`src/rtl/mfa_pkg.sv`:
```
package mfa_pkg;
  typedef enum logic [1:0] {
    CLS_NUM = 2'd0,
    CLS_INF = 2'd1,
    CLS_NAN = 2'd2
  } mfa_cls_e;
endpackage

```
`src/rtl/mfa_unpack.sv`:
```
module mfa_unpack #(
  parameter int EXP_W = 4,
  parameter int MAN_W = 3,
  localparam int W = 1 + EXP_W + MAN_W
) (
  input  logic [W-1:0]     op,
  output logic             sign,
  output logic [EXP_W-1:0] eff_exp,
  output logic [MAN_W:0]   mant,
  output logic             is_nan,
  output logic             is_inf
);
  logic [EXP_W-1:0] fld;
  logic [MAN_W-1:0] frac;

  assign fld     = op[W-2:MAN_W];
  assign frac    = op[MAN_W-1:0];
  assign sign    = op[W-1];
  assign eff_exp = (fld == '0) ? EXP_W'(1) : fld;
  assign mant    = {(fld != '0), frac};
  assign is_nan  = (&fld) & (|frac);
  assign is_inf  = (&fld) & ~(|frac);
endmodule

```
`src/rtl/mfa_align.sv`:
```
module mfa_align #(
  parameter int EXP_W = 4,
  parameter int MAN_W = 3,
  localparam int K    = MAN_W + 1,
  localparam int DW   = K + 3,
  localparam int WIDE = 2 * K + 4
) (
  input  logic             a_sign,
  input  logic [EXP_W-1:0] a_exp,
  input  logic [K-1:0]     a_mant,
  input  logic             b_sign,
  input  logic [EXP_W-1:0] b_exp,
  input  logic [K-1:0]     b_mant,
  output logic             big_sign,
  output logic             eff_sub,
  output logic [EXP_W-1:0] big_exp,
  output logic [DW-1:0]    big_ext,
  output logic [DW-1:0]    small_ext
);
  logic             a_ge;
  logic [EXP_W-1:0] diff;
  logic [K-1:0]     s_mant;
  logic [WIDE-1:0]  wide;

  always_comb begin
    a_ge     = {a_exp, a_mant} >= {b_exp, b_mant};
    big_sign = a_ge ? a_sign : b_sign;
    big_exp  = a_ge ? a_exp : b_exp;
    diff     = a_ge ? (a_exp - b_exp) : (b_exp - a_exp);
    s_mant   = a_ge ? b_mant : a_mant;
    big_ext  = {(a_ge ? a_mant : b_mant), 3'b000};
    eff_sub  = a_sign ^ b_sign;
    wide     = {s_mant, {(K + 4){1'b0}}} >> diff;
    if (int'(diff) > K + 2)
      small_ext = {{(DW - 1){1'b0}}, |s_mant};
    else
      small_ext = {wide[WIDE-1 -: K+2], |wide[K+1:0]};
  end
endmodule

```
`src/rtl/mfa_addnorm.sv`:
```
module mfa_addnorm #(
  parameter int EXP_W = 4,
  parameter int MAN_W = 3,
  localparam int K  = MAN_W + 1,
  localparam int DW = K + 3
) (
  input  logic             big_sign,
  input  logic             eff_sub,
  input  logic [EXP_W-1:0] big_exp,
  input  logic [DW-1:0]    big_ext,
  input  logic [DW-1:0]    small_ext,
  output logic             res_sign,
  output logic [EXP_W-1:0] res_exp,
  output logic [K-1:0]     res_mant,
  output logic [2:0]       res_grs,
  output logic             ovf
);
  logic [DW:0]   sum;
  logic [DW-1:0] vec;
  logic          found;
  int            lz;
  int            sh;
  int            room;

  always_comb begin
    sum = eff_sub ? ({1'b0, big_ext} - {1'b0, small_ext})
                  : ({1'b0, big_ext} + {1'b0, small_ext});
    lz    = 0;
    found = 1'b0;
    for (int i = DW - 1; i >= 0; i--) begin
      if (!found) begin
        if (sum[i]) found = 1'b1;
        else        lz    = lz + 1;
      end
    end
    room     = int'(big_exp) - 1;
    sh       = (lz > room) ? room : lz;
    ovf      = 1'b0;
    res_sign = big_sign;
    res_exp  = big_exp;
    vec      = '0;
    if (sum[DW]) begin
      vec     = {sum[DW:2], sum[1] | sum[0]};
      res_exp = big_exp + 1'b1;
      ovf     = (res_exp == '1);
    end else if (sum[DW-1:0] == '0) begin
      res_sign = eff_sub ? 1'b0 : big_sign;
      res_exp  = '0;
    end else begin
      vec     = sum[DW-1:0] << sh;
      vec[0]  = vec[0] | sum[0];
      res_exp = vec[DW-1] ? (big_exp - EXP_W'(sh)) : '0;
    end
  end

  assign res_mant = vec[DW-1:DW-K];
  assign res_grs  = vec[2:0];
endmodule

```
`src/rtl/mini_float_adder.sv`:
```
module mini_float_adder
  import mfa_pkg::*;
#(
  parameter int EXP_W = 4,
  parameter int MAN_W = 3,
  localparam int W  = 1 + EXP_W + MAN_W,
  localparam int K  = MAN_W + 1,
  localparam int DW = K + 3
) (
  input  logic             clk,
  input  logic             rst,
  input  logic             in_valid,
  input  logic [W-1:0]     op_a,
  input  logic [W-1:0]     op_b,
  input  logic             sub_en,
  output logic             out_valid,
  output logic             res_sign,
  output logic [EXP_W-1:0] res_exp,
  output logic [K-1:0]     res_mant,
  output logic [2:0]       res_grs,
  output logic [1:0]       res_cls
);
  logic [W-1:0]     ops    [2];
  logic             u_sign [2];
  logic [EXP_W-1:0] u_exp  [2];
  logic [K-1:0]     u_mant [2];
  logic             u_nan  [2];
  logic             u_inf  [2];

  assign ops[0] = op_a;
  assign ops[1] = {op_b[W-1] ^ sub_en, op_b[W-2:0]};

  for (genvar g = 0; g < 2; g++) begin : g_unp
    mfa_unpack #(.EXP_W(EXP_W), .MAN_W(MAN_W)) u_unpack (
      .op(ops[g]), .sign(u_sign[g]), .eff_exp(u_exp[g]),
      .mant(u_mant[g]), .is_nan(u_nan[g]), .is_inf(u_inf[g])
    );
  end

  logic             big_sign, eff_sub, ovf;
  logic [EXP_W-1:0] big_exp;
  logic [DW-1:0]    big_ext, small_ext;
  logic             n_sign;
  logic [EXP_W-1:0] n_exp;
  logic [K-1:0]     n_mant;
  logic [2:0]       n_grs;

  mfa_align #(.EXP_W(EXP_W), .MAN_W(MAN_W)) u_align (
    .a_sign(u_sign[0]), .a_exp(u_exp[0]), .a_mant(u_mant[0]),
    .b_sign(u_sign[1]), .b_exp(u_exp[1]), .b_mant(u_mant[1]),
    .big_sign(big_sign), .eff_sub(eff_sub), .big_exp(big_exp),
    .big_ext(big_ext), .small_ext(small_ext)
  );

  mfa_addnorm #(.EXP_W(EXP_W), .MAN_W(MAN_W)) u_addnorm (
    .big_sign(big_sign), .eff_sub(eff_sub), .big_exp(big_exp),
    .big_ext(big_ext), .small_ext(small_ext),
    .res_sign(n_sign), .res_exp(n_exp), .res_mant(n_mant),
    .res_grs(n_grs), .ovf(ovf)
  );

  // special-value resolution
  logic             d_sign;
  logic [EXP_W-1:0] d_exp;
  logic [K-1:0]     d_mant;
  logic [2:0]       d_grs;
  mfa_cls_e         d_cls;

  always_comb begin
    d_sign = n_sign;
    d_exp  = n_exp;
    d_mant = n_mant;
    d_grs  = n_grs;
    d_cls  = CLS_NUM;
    if (u_nan[0] || u_nan[1] ||
        (u_inf[0] && u_inf[1] && (u_sign[0] != u_sign[1]))) begin
      d_cls  = CLS_NAN;
      d_sign = 1'b0;
      d_exp  = '1;
      d_mant = K'(1) << (MAN_W - 1);
      d_grs  = '0;
    end else if (u_inf[0] || u_inf[1] || ovf) begin
      d_cls  = CLS_INF;
      d_sign = u_inf[0] ? u_sign[0] : (u_inf[1] ? u_sign[1] : n_sign);
      d_exp  = '1;
      d_mant = '0;
      d_grs  = '0;
    end
  end

  always_ff @(posedge clk) begin
    if (rst) begin
      out_valid <= 1'b0;
      res_sign  <= 1'b0;
      res_exp   <= '0;
      res_mant  <= '0;
      res_grs   <= '0;
      res_cls   <= CLS_NUM;
    end else begin
      out_valid <= in_valid;
      if (in_valid) begin
        res_sign <= d_sign;
        res_exp  <= d_exp;
        res_mant <= d_mant;
        res_grs  <= d_grs;
        res_cls  <= d_cls;
      end
    end
  end
endmodule

```
`config.mk`:
```
export PLATFORM = sky130hd
export DESIGN_NAME = mini_float_adder
export DESIGN_NICKNAME = d
export VERILOG_FILES = /design/src/rtl/mfa_pkg.sv /design/src/rtl/mfa_unpack.sv /design/src/rtl/mfa_align.sv /design/src/rtl/mfa_addnorm.sv /design/src/rtl/mini_float_adder.sv
export SDC_FILE = /design/constraint.sdc
export NUM_CORES = 1
export LEC_CHECK = 0
export CAP_MARGIN = 20
export CORE_UTILIZATION = 25
export DETAILED_ROUTE_END_ITERATION = 8
export SLEW_MARGIN = 20
export SYNTH_ARGS = -nofsm -noshare
export SYNTH_HDL_FRONTEND = slang
export SYNTH_HIERARCHICAL = 1
export SYNTH_SLANG_ARGS = --single-unit
```
`constraint.sdc`:
```
create_clock -name clk -period 12.95 [get_ports clk]
set_input_delay 2.59 -clock clk [delete_from_list [all_inputs] [get_ports clk]]
set_output_delay 2.59 -clock clk [all_outputs]
set_load 0.01 [all_outputs]
```
---- After elaboration in Yosys (flattened, before gate mapping) ----
Cells that the tools add are included.
cells by class
  magnitude comparators ................... 3
  shift-type cells ........................ 2
  reductions and logical operators ........ 17
  muxes and demuxes ....................... 55
  eq/ne operators ......................... 2
  add/sub/neg operators ................... 13
  bitwise gates (word level) .............. 10
operator list
  cell                                                                 number
  32-bit two-way mux                                                   13
  32-bit by 2-bit adder with 32-bit output (second input constant)     5
  4-bit two-way mux                                                    13
  32-bit greater-than comparator                                       1
  7-bit by 32-bit << shifter with 7-bit output                         1
  1-bit two-way mux                                                    22
  7-bit two-way mux                                                    3
  12-bit by 4-bit right shift with 12-bit output                       1
  4-bit subtractor                                                     3
  7-bit by 7-bit adder with 8-bit output                               1
  8-bit >= comparator                                                  1
  4-bit zero test                                                      2
  8-bit two-way mux                                                    1
  4-bit AND reduction                                                  2
  4-bit nonzero test                                                   2
  7-bit by 7-bit subtractor with 8-bit output                          1
  7-bit zero test                                                      1
  3-bit two-way mux                                                    2
  3-bit OR reduction                                                   2
  6-bit OR reduction                                                   1
  4-bit by 1-bit subtractor with 5-bit output (second input constant)  1
  4-bit by 1-bit adder with 4-bit output (second input constant)       1
  1-bit AND                                                            4
  4-bit equality test (second input constant)                          1
  other kinds (10)                                                     17
storage, ports and cells
  word-level logic and storage cells ...... 108
  flip-flop bits (word level) ............. 15
  output and inout bits ................... 15
  input bits .............................. 20

---- Logic depth before layout (Yosys ltp) ----
  depth in word-level cells ............... 36
  depth in mapped cells ................... 55
  mapped depth without buffers ............ 52

---- Cells and area by module ----
The synthesis kept the hierarchy.
by module, submodules not included
  module            times used  area each (um2)  sequential area each (um2)  cells each
  mfa_addnorm       1           1875.5           0.0                         250
  mfa_align         1           860.8            0.0                         115
  mini_float_adder  1           625.6            300.3                       67
  mfa_unpack        2           82.6             0.0                         13

---- Worst setup path before layout ----
No wires, ideal clock.
  path kind ............................... in2reg
  start ................................... in op_a[4]
  end ..................................... reg res_exp[3]
  setup time .............................. 0.115 ns
  arrival time ............................ 12.027 ns
  stages .................................. 52
  path slack .............................. 0.808 ns
  data required time ...................... 12.835 ns
  path buffers ............................ 2
  cells stage by stage .................... or4_4 -> nand2b_2 -> inv_1 -> ha_1 -> buf_4 -> nand2_1 -> nor3_2 -> a21oi_1 -> buf_6 -> mux2i_1 -> a2111oi_0 -> a211o_1 -> a32oi_1 -> inv_1 -> ha_1 -> a31oi_1 -> xnor2_1 -> ha_1 -> [... 16 more ...] -> nand2_1 -> nand3_1 -> nand4_1 -> and2_4 -> ha_1 -> nor2b_1 -> o31ai_1 -> a21oi_1 -> and2_2 -> o41ai_1 -> inv_1 -> ha_1 -> o21ai_0 -> nand2_1 -> nand2_1 -> o21ai_0 -> mux2_2 -> o21a_1
RTL lines
  what                  line                     RTL
  start, declared       mini_float_adder.sv:13   input logic [W-1:0] op_a,
  end signal, assigned  mini_float_adder.sv:103  res_exp <= d_exp;
  end, declared         mini_float_adder.sv:18   output logic [EXP_W-1:0] res_exp,

==> results.json <==
{
  "cts_buffer_depth": 2,
  "track_usage_pct": 13.9,
  "min_period_ns": 12.44,
  "dp_hpwl_mm": 8.17,
  "vias": 3433,
  "grt_pass1_vias": 3475,
  "cp-start-kind": "input pin",
  "drt-pass1-iter-count": 4,
  "grt_pass1_wl_mm": 16.8,
  "synth_cells": 458,
  "clk_latency_ns": 0.24,
  "initial_core_util_pct": 25.5,
  "status": "finished clean",
  "synth_area_leaders": "ha_1 (13%), dfxtp_1 (8.5%), mux2i_1 (5.4%), nor2_1 (4.5%), xnor2_1 (4.2%)",
  "vias_per_cell": 4.95,
  "overflow": 0,
  "p_int_w": 0.000597,
  "numCtsBuffers": 3,
  "drc": 0,
  "area_growth_pct": 26.6,
  "grt_max_degree": 18,
  "synth-seq-cells": 15,
  "rr_endpoint": "res_exp[1]",
  "yosysTopAreaCell": "ha_1",
  "skew_ns": 0,
  "clkTransAtPathRegs_ns": 0.04,
  "synth_area_um2": 3530,
  "fin_nets": 574,
  "max_freq_ghz": 0.0804,
  "power_frac_comb_pct": 89.7,
  "ctsRootBufferMaster": "clkbuf_16",
  "r2r_slack_ns": 12.27,
  "final-hold-violation-count": 0,
  "crit_start": "op_a[5]",
  "synth.distinct_cells": 92,
  "relSlewSlack_pct": 35.5,
  "critPathKind": "input pin to register",
  "rsz0062_at_grt": "true",
  "io_pins": 35,
  "hold_depth": 2,
  "fp.dieH_um": 121,
  "multi_input_area_um2": 3020,
  "rows": 43,
  "gp_congestion": 0.928,
  "seq_power_share_pct": 5.4,
  "crit_end": "res_exp[3]",
  "ant_nets": 0,
  "setup_viol": 0,
  "synth_commonest_cells": "nor2_1 (42), ha_1 (36), nand2_1 (34)",
  "maxSlewViolCount": 0,
  "core_um2": 13800,
  "cellLeakagePower_nw": 1.86,
  "reg2reg_depth": 3,
  "p_sw_w": 0.000613,
  "crit_path_end_kind": "register",
  "tritoncts": "built",
  "tns_ns": 0,
  "clock-sinks": 15,
  "avgSynthCellArea_um2": 7.70,
  "h-tree-depth": 1,
  "wl_per_cell_um": 14.5,
  "netSwitchingFraction_pct": 50.6,
  "yosysWarningCount": 6,
  "crit_slowest_cell": "or4b_1",
  "drtIter0Drc": 165,
  "synth_edf_count": 0,
  "async_flop_share_pct": 0,
  "worst-path-max-fanout": 12,
  "wirelength_mm": 10.1,
  "port_buffers": 34,
  "tightest_slew_ns": 0.961,
  "min_period_over_period_pct": 96.1,
  "die_x_um": 121,
  "crit_path_max_incr_delay_ns": 0.57,
  "maxCapViolations": 0,
  "pwr-share-clk_pct": 4.9,
  "yosysMostFrequentCell": "nor2_1",
  "ys.flop_type": "dfxtp_1",
  "powerDensity_nw_per_um2": 271,
  "rr_startpoint": "res_exp[1]",
  "crit_top_cell": "ha_1",
  "peakVddDrop_v": 0.000133,
  "yosysSeqAreaShare_pct": 8.51,
  "utilization_pct": 32.3,
  "register_area_um2": 300,
  "nFillCells": 1456,
  "antenna_found_initial": 0,
  "crit_required_ns": 13.09,
  "hold_buffers": 0,
  "dieArea_um2": 14600,
  "num_antenna_cells": 0,
  "cp.arrival_ns": 12.58,
  "synth_top_cell_area_share_pct": 12.8,
  "hp-class": "register to register",
  "drive_gt1_share_pct": 21.4
}
through the flow:
step	instance area, um^2	instances	hold slack, ns	total power, W	setup WS (ns)
CTS	4340	693	0.469	0.00117	0.216
floorplan	3530	460	0.476	0.000762	0.808
global route	4460	693	0.486	0.00132	-0.0877
global placement	4260	689	0.445	0.00108	0.193
finish	4460	693	0.462	0.00121	0.508
detailed placement	4260	689	0.457	0.00110	0.00470
placed cells by master (no fill, tap or decap), types with 8 or more instances in the layout:
cell type        synthesis  routed
buf_4                   13      44
nor2_1                  42      42
ha_1                    36      36
nand2_1                 34      34
inv_1                   32      32
clkdlybuf4s50_1          0      32
a21oi_1                 22      19
o21ai_0                 20      18
xnor2_1                 17      17
mux2i_1                 19      17
nor3_1                  17      15
dfxtp_1                 15      15
nand3_1                 14      14
nor2b_1                  9       9
o21a_1                   8       8
mux2_2                   8       8
logic make-up after synthesis:
group	count (synthesis)	synth area share, %
AOI/OAI and AO/OA	118	25.5
xor gates and xnor gates	30	8.69
adders and majority gates	40	15.0
buffers and inverters	65	9.61
DFF	15	8.51
muxes	28	8.58
other	2	0.213
and+or+nand+nor	160	23.9
how the worst min path moves through the flow:
| stage | start | end | slack, ns |
|---|---|---|---|
| detailed placement | res_cls[0] | res_cls[0] | 0.46 |
| CTS | res_grs[2] | res_grs[2] | 0.47 |
| global placement | res_cls[0] | res_cls[0] | 0.44 |
| finish | res_cls[0] | res_cls[0] | 0.46 |
| global route | res_cls[0] | res_cls[0] | 0.49 |
| floorplan | res_cls[0] | res_cls[0] | 0.48 |
power by group through the flow:
stage | combinational [W] | clock, W | sequential, W
global placement | 0.00102 | 0 | 0.0000664
floorplan | 0.000690 | 0 | 0.0000716
CTS | 0.00104 | 0.0000613 | 0.0000658
finish | 0.00109 | 0.0000591 | 0.0000658
detailed placement | 0.00103 | 0 | 0.0000663
global route | 0.00119 | 0.0000637 | 0.0000674
critical path, delay by kind of cell:
family	cells	cell delay [ns]
AOI/OAI and AO/OA	15	2.70
and+or+nand+nor	15	2.95
adders and majority gates	7	2.15
buffers and inverters	7	1.30
muxes	3	0.84
xor gates and xnor gates	1	0.10
flip-flops by register name (all words and copies together), names as in the netlist:
signal,flops
res_exp,4
res_mant,4
res_grs,3
res_cls,2
out_valid,1
res_sign,1
metal layers:
layer,GRT usage (%),share of wire (%)
met1,18.0,45
met2,24.9,50
met3,0.472,2.8
met4,4.24,1.6
met5,0,0
timing repair:
item / in CTS / in global routing
endpoints found under the setup margin: 0 / 10
gates resized for setup: 0 / 25
setup buffers: 0 / 0
endpoints found under the hold margin: 0 / 0
area by class of cell:
cell class	count	share of cell area [%]
multi-input cells	380	67.7
clock buffers	4	1.77
well taps	180	5.04
inverters	35	3.22
flip-flops and latches	15	6.73
repair buffers	79	15.6
(Power assumes the default switching activity.)
